$ cat config.mk
export PLATFORM = sky130hd
export DESIGN_NAME = wsrch_capture
export DESIGN_NICKNAME = d
export VERILOG_FILES = /design/src/rtl/wsrch_pkg.sv /design/src/rtl/wsrch_fsm.sv /design/src/rtl/wsrch_beat_store.sv /design/src/rtl/wsrch_fields.sv /design/src/rtl/wsrch_capture.sv
export SDC_FILE = /design/constraint.sdc
export NUM_CORES = 1
export LEC_CHECK = 0
export ABC_AREA = 1
export BUFFER_PORTS_ARGS = -buffer_cell sky130_fd_sc_hd__buf_4
export CAP_MARGIN = 10
export CORE_ASPECT_RATIO = 0.75
export CORE_MARGIN = 1.5
export CORE_UTILIZATION = 55
export CTS_CLUSTER_SIZE = 14
export DETAILED_ROUTE_END_ITERATION = 10
export GPL_TIMING_DRIVEN = 0
export PLACE_DENSITY = 0.88
export SLEW_MARGIN = 20
export SYNTH_ARGS = -nofsm -noshare
export SYNTH_HDL_FRONTEND = slang
export SYNTH_HIERARCHICAL = 1
export SYNTH_SLANG_ARGS = --single-unit
$ cat constraint.sdc
create_clock -name clk -period 3.4 [get_ports clk]
set_clock_uncertainty 0.2 [all_clocks]
set_input_delay 0.17 -clock clk [delete_from_list [all_inputs] [get_ports clk]]
set_output_delay 0.17 -clock clk [all_outputs]
set_load 0.005 [all_outputs]
$ cat src/rtl/wsrch_pkg.sv
package wsrch_pkg;
    // beats per wide search request
    localparam int BEATS = 4;
    // opcode value that marks a search beat
    localparam logic [1:0] OP_SEARCH = 2'b10;
    // side-band field geometry (decoded by neighbours, so fixed)
    localparam int CMD_W  = 9;
    localparam int IDX_W  = 3;
    localparam int AHI_W  = 2;
    localparam int SB_LSB = 3;            // lowest command bit passed to field logic
    localparam int SB_W   = CMD_W - SB_LSB;

    typedef enum logic [1:0] {
        ST_A = 2'd0,
        ST_B = 2'd1,
        ST_C = 2'd2,
        ST_D = 2'd3
    } wsrch_state_e;
endpackage

$ cat src/rtl/wsrch_fsm.sv
module wsrch_fsm
    import wsrch_pkg::*;
(
    input  logic             clk,
    input  logic             rst_n,
    input  logic             cmd_vld,
    input  logic [1:0]       op,
    input  logic             c_rsv,
    output logic [BEATS-1:0] ld_o,
    output logic             done_o,
    output logic             err_o
);
    wsrch_state_e state_q, state_n;
    logic         beat_ok;
    logic         abort;

    assign beat_ok = cmd_vld && (op == OP_SEARCH);

    always_comb begin
        state_n = state_q;
        ld_o    = '0;
        abort   = 1'b0;
        unique case (state_q)
            ST_A: begin
                if (beat_ok) begin
                    ld_o[0] = 1'b1;
                    state_n = ST_B;
                end
            end
            ST_B: begin
                if (beat_ok) begin
                    ld_o[1] = 1'b1;
                    state_n = ST_C;
                end else begin
                    abort   = 1'b1;
                    state_n = ST_A;
                end
            end
            ST_C: begin
                if (beat_ok && !c_rsv) begin
                    ld_o[2] = 1'b1;
                    state_n = ST_D;
                end else begin
                    abort   = 1'b1;
                    state_n = ST_A;
                end
            end
            ST_D: begin
                state_n = ST_A;
                if (beat_ok) begin
                    ld_o[3] = 1'b1;
                end else begin
                    abort   = 1'b1;
                end
            end
        endcase
    end

    // state register
    always_ff @(posedge clk or negedge rst_n) begin
        if (!rst_n) state_q <= ST_A;
        else        state_q <= state_n;
    end

    // strobe outputs
    always_ff @(posedge clk or negedge rst_n) begin
        if (!rst_n) begin
            done_o <= 1'b0;
            err_o  <= 1'b0;
        end else begin
            done_o <= ld_o[BEATS-1];
            err_o  <= abort;
        end
    end

    p_done_src_r6: assert property (@(posedge clk) disable iff (!rst_n)
        done_o |-> ($past(state_q) == ST_D));

    p_err_idle_r7: assert property (@(posedge clk) disable iff (!rst_n)
        err_o |-> (state_q == ST_A));

    p_c_rsv_r8: assert property (@(posedge clk) disable iff (!rst_n)
        (state_q == ST_C && c_rsv) |=> err_o);

    p_idle_quiet_r10: assert property (@(posedge clk) disable iff (!rst_n)
        (state_q == ST_A) |=> !err_o);

    p_pulse_r11: assert property (@(posedge clk) disable iff (!rst_n)
        done_o |=> !done_o);
endmodule

$ cat src/rtl/wsrch_beat_store.sv
module wsrch_beat_store
    import wsrch_pkg::*;
#(
    parameter int BEAT_W = 68,
    localparam int KEY_W = BEAT_W * BEATS
) (
    input  logic              clk,
    input  logic              rst_n,
    input  logic [BEATS-1:0]  ld,
    input  logic [BEAT_W-1:0] dq,
    output logic [KEY_W-1:0]  key_o
);
    logic [BEAT_W-1:0] slice_q [BEATS-1];
    logic [KEY_W-1:0]  key_n;

    // earlier beats are parked until the last beat arrives
    for (genvar g = 0; g < BEATS - 1; g++) begin : g_park
        always_ff @(posedge clk or negedge rst_n) begin
            if (!rst_n)     slice_q[g] <= '0;
            else if (ld[g]) slice_q[g] <= dq;
        end
        assign key_n[KEY_W-1-g*BEAT_W -: BEAT_W] = slice_q[g];
    end
    assign key_n[BEAT_W-1:0] = dq;

    always_ff @(posedge clk or negedge rst_n) begin
        if (!rst_n)           key_o <= '0;
        else if (ld[BEATS-1]) key_o <= key_n;
    end
endmodule

$ cat src/rtl/wsrch_fields.sv
module wsrch_fields
    import wsrch_pkg::*;
(
    input  logic             clk,
    input  logic             rst_n,
    input  logic             ld_a,
    input  logic             ld_c,
    input  logic             ld_d,
    input  logic [SB_W-1:0]  sb,        // command bits [8:3]
    output logic [IDX_W-1:0] mask_ab_o,
    output logic [IDX_W-1:0] mask_cd_o,
    output logic [AHI_W-1:0] addr_hi_o,
    output logic [IDX_W-1:0] rsl_idx_o
);
    logic [IDX_W-1:0] mab_q, mcd_q;
    logic [AHI_W-1:0] ahi_q;

    // pending values, sampled on their own beats
    always_ff @(posedge clk or negedge rst_n) begin
        if (!rst_n) begin
            mab_q <= '0;
            mcd_q <= '0;
            ahi_q <= '0;
        end else begin
            if (ld_a) mab_q <= sb[IDX_W-1:0];
            if (ld_c) begin
                mcd_q <= sb[IDX_W-1:0];
                ahi_q <= sb[SB_W-1 -: AHI_W];
            end
        end
    end

    // published together on the final beat
    always_ff @(posedge clk or negedge rst_n) begin
        if (!rst_n) begin
            mask_ab_o <= '0;
            mask_cd_o <= '0;
            addr_hi_o <= '0;
            rsl_idx_o <= '0;
        end else if (ld_d) begin
            mask_ab_o <= mab_q;
            mask_cd_o <= mcd_q;
            addr_hi_o <= ahi_q;
            rsl_idx_o <= sb[SB_W-1 -: IDX_W];
        end
    end
endmodule

$ cat src/rtl/wsrch_capture.sv
module wsrch_capture
    import wsrch_pkg::*;
#(
    parameter int BEAT_W = 68,
    localparam int KEY_W = BEAT_W * BEATS
) (
    input  logic              clk,
    input  logic              rst_n,
    input  logic              cmd_vld_i,
    input  logic [CMD_W-1:0]  cmd_i,
    input  logic [BEAT_W-1:0] dq_i,
    output logic [KEY_W-1:0]  key_o,
    output logic [IDX_W-1:0]  mask_ab_o,
    output logic [IDX_W-1:0]  mask_cd_o,
    output logic [AHI_W-1:0]  addr_hi_o,
    output logic [IDX_W-1:0]  rsl_idx_o,
    output logic              done_o,
    output logic              err_o
);
    logic [BEATS-1:0] ld;

    wsrch_fsm u_fsm (
        .clk     (clk),
        .rst_n   (rst_n),
        .cmd_vld (cmd_vld_i),
        .op      (cmd_i[1:0]),
        .c_rsv   (cmd_i[2]),
        .ld_o    (ld),
        .done_o  (done_o),
        .err_o   (err_o)
    );

    wsrch_beat_store #(.BEAT_W(BEAT_W)) u_store (
        .clk   (clk),
        .rst_n (rst_n),
        .ld    (ld),
        .dq    (dq_i),
        .key_o (key_o)
    );

    wsrch_fields u_fields (
        .clk       (clk),
        .rst_n     (rst_n),
        .ld_a      (ld[0]),
        .ld_c      (ld[2]),
        .ld_d      (ld[BEATS-1]),
        .sb        (cmd_i[CMD_W-1:SB_LSB]),
        .mask_ab_o (mask_ab_o),
        .mask_cd_o (mask_cd_o),
        .addr_hi_o (addr_hi_o),
        .rsl_idx_o (rsl_idx_o)
    );

    p_excl_r12: assert property (@(posedge clk) disable iff (!rst_n)
        !(done_o && err_o));

    p_hold_key_r9: assert property (@(posedge clk) disable iff (!rst_n)
        !done_o |-> $stable(key_o));

    p_hold_fld_r9: assert property (@(posedge clk) disable iff (!rst_n)
        !done_o |-> ($stable(mask_ab_o) && $stable(mask_cd_o)
                     && $stable(addr_hi_o) && $stable(rsl_idx_o)));
endmodule

==> flow_summary.yaml <==
sta:
  fin_ws_ns: 0.348
  fin_crit_sh_pct: 89.8
  slew_headroom_pct: 58.8
  slew_violations: 0
  hold_violations: 0
  finalSetupViolations: 0
  tightest_slew_ns: 0.616
  grt_setup_unrepaired: "false"
  min_period_ns: 3.05
  hold_ws_ns: 0.181
  fmax_mhz: 328
detailed_routing:
  ant_nets: 0
  via_count: 16700
  wl_met2_um: 28100
  routed_wl_um: 58100
  drtPass1Iterations: 5
  dr_wl_met3_um: 5780
  drc: 0
  avgRoutedWirePerCell_um: 18.7
  wl_met1_um: 21400
  drt-initial-drc-count: 1803
  topRoutingLayerUsed: "met4"
  drt-vias-per-instance: 5.38
clock_network:
  htree_levels: 2
  numCtsBuffers: 47
  clock_path_buffers: 3
  ctsResizeCount: 0
  root_buffer: "clkbuf_16"
  insertion_delay_ns: 0.56
  cts_tree: "built"
  path_clk_slew_ns: 0.06
  clock_sinks: 499
synthesis:
  synth_xor_area_share_pct: 0
  synth_sequential_area_ratio_pct: 66.6
  synth_mux_area_share_pct: 0
  synth-warning-count: 6
  synthAdderAreaFrac_pct: 0
  syn_area_um2: 18700
  synth_cell_type_count: 12
  synth_simple_gate_area_share_pct: 30.1
  yosys_register_bits: 499
  synth_top_family_by_area: "simple AND/OR/NAND/NOR gates"
  synthCells: 2119
  synth_compound_area_share_pct: 0.0267
  syn_nets: 2199
  postSynthAreaPerCell_um2: 8.85
placement:
  dpl_worst_slack_ns: 0.942
  place_hpwl_um: 37600
  dpl_cell_area_um2: 22200
  port_buffers: 364
  gp_congestion: 0.847
worst_setup_path:
  cp.arrival_ns: 3.33
  reg2reg_depth: 7
  required_ns: 3.68
  worstSetupPathType: "in2reg"
  cp_max_fo: 10
  critPathLaunchType: "input pin"
  end_kind: "register"
grt:
  globalRoute.totalOverflow: 0
  grt_pass1_vias: 16800
  grt_start_max_net_pins: 104
  antenna_found_initial: 0
  grt_usage_pct: 32.9
  grt_pass1_wl_um: 89700
layout:
  syn_to_final_growth_pct: 31.5
  utilization_pct: 73.5
  antenna_cells: 0
  fill_cells: 2179
  nNetsFinal: 2703
  final_layout_size_suffix_gt1_share_pct: 20.0
  final_area_um2: 24700
status:
  status: "completed"
die:
  rows: 58
  die-area_um2: 35200
  die_width_um: 216
  core_um2: 33500
  die_y_um: 163
  io_pins: 365
  initial_utilization_pct: 55.9
worst_hold_path:
  worstHoldPathCells: 4
  hold_class: "in2reg"
flow_run:
  drv_cap: 0
power_and_ir_drop:
  power_density_nw_per_um2: 520
  vdd.ir_drop.worst_mv: 0.404
  total_power_mw: 12.8
  p_leak_nw: 14.5
-- worst max-delay path, stage by stage --
cell	delay [ns]
dlygate4sd3_1	0.54
buf_4	0.15
inv_1	0.05
nand3_1	0.05
dlygate4sd3_1	0.55
nor2_1	0.48
buf_2	0.52
buf_4	0.37
buf_4	0.24
nand2_1	0.10
nand2_1	0.09
-- Yosys cell counts --
library cell	instances	share of area, %
nand2_1	1494	30
dfrtp_1	499	67
buf_2	57	1.5
buf_4	25	1.0
clkbuf_1	24	0.48
inv_1	8	0.16
inv_2	4	0.080
nor2_1	4	0.080
a21oi_1	1	0.027
buf_6	1	0.060
nand3_1	1	0.027
nor2_2	1	0.033
-- area by class of cell --
type                    count  area [um2]  share of cell area [%]
plain buffers             107         574                    2.33
repair buffers            455        3750                    15.2
multi-input cells        1501        5640                    22.9
clock buffers              67        1400                    5.69
clock inverters            14         198                   0.802
flip-flops and latches    499       12500                    50.6
inverters                  12        45.0                   0.183
well taps                 450         563                    2.28
-- cells by family (layout without fill, tap and decap cells) --
| kind of cell | after synthesis | after routing |
|---|---|---|
| AND/OR/NAND/NOR | 1500 | 1500 |
| AO/OA/AOI/OAI | 1 | 1 |
| buffers and inverters | 119 | 655 |
| flip-flops | 499 | 499 |
-- final timing paths --
| path | startpoint | endpoint | slack (ns) |
|---|---|---|---|
| worst max-delay path | cmd_i[0] | u_store/key_o[234] | 0.35 |
| worst min-delay path | cmd_i[6] | u_fields/rsl_idx_o[0] | 0.18 |
| worst max register to register | u_fsm/state_q[1] | u_store/key_o[234] | 0.81 |
| worst min register to register | u_store/key_n[73] | u_store/key_n[73] | 0.27 |
| max in group asynchronous | rst_n | u_store/key_n[96] | 0.99 |
| min in group asynchronous | rst_n | u_store/key_n[266] | 0.56 |
-- through the flow --
stage          TNS (ns)  instances
2_1_floorplan         0       2119
3_3_place_gp   -1415.81       2933
3_5_place_dp          0       2938
4_1_cts               0       3105
5_1_grt               0       3105
6_report              0       3105
-- power breakdown --
part | internal [mW] | switching, mW
clock | 3.24 | 2.24
sequential | 6.31 | 0.229
combinational | 0.325 | 0.478
total | 9.87 | 2.95
-- layout by cell type (no fill, tap or decap), drive strengths merged --
cell,n
nor2,5
dfrtp,499
inv,12
bufinv,5
nand3,1
a21oi,1
nand2,1494
clkinvlp,1
buf,453
clkinv,8
dlygate4sd3,85
clkbuf,91
-- layer usage --
| metal | GRT usage [%] | vias to the layer above |
|---|---|---|
| met5 | 0 | - |
| met2 | 55.7 | 1036 |
| met1 | 40.1 | 8097 |
| li1 | - | 7353 |
| met3 | 8.20 | 221 |
| met4 | 15.3 | 0 |
-- registers in the layout (all words and copies together) (netlist names) --
register,cells
u_store/key_o,272
u_fields/rsl_idx_o,3
u_fields/mask_cd_o,3
u_store/key_n,204
u_fields/mask_ab_o,3
u_fsm/err_o,1
u_fields/mcd_q,3
u_fields/addr_hi_o,2
u_fsm/done_o,1
u_fsm/state_q,2
u_fields/mab_q,3
u_fields/ahi_q,2
-- what timing repair did --
action                    4_1_cts  5_1_grt
hold buffers                   86        0
hold endpoints to repair      590        0
setup buffers                   0        0
(Power assumes the default switching activity.)
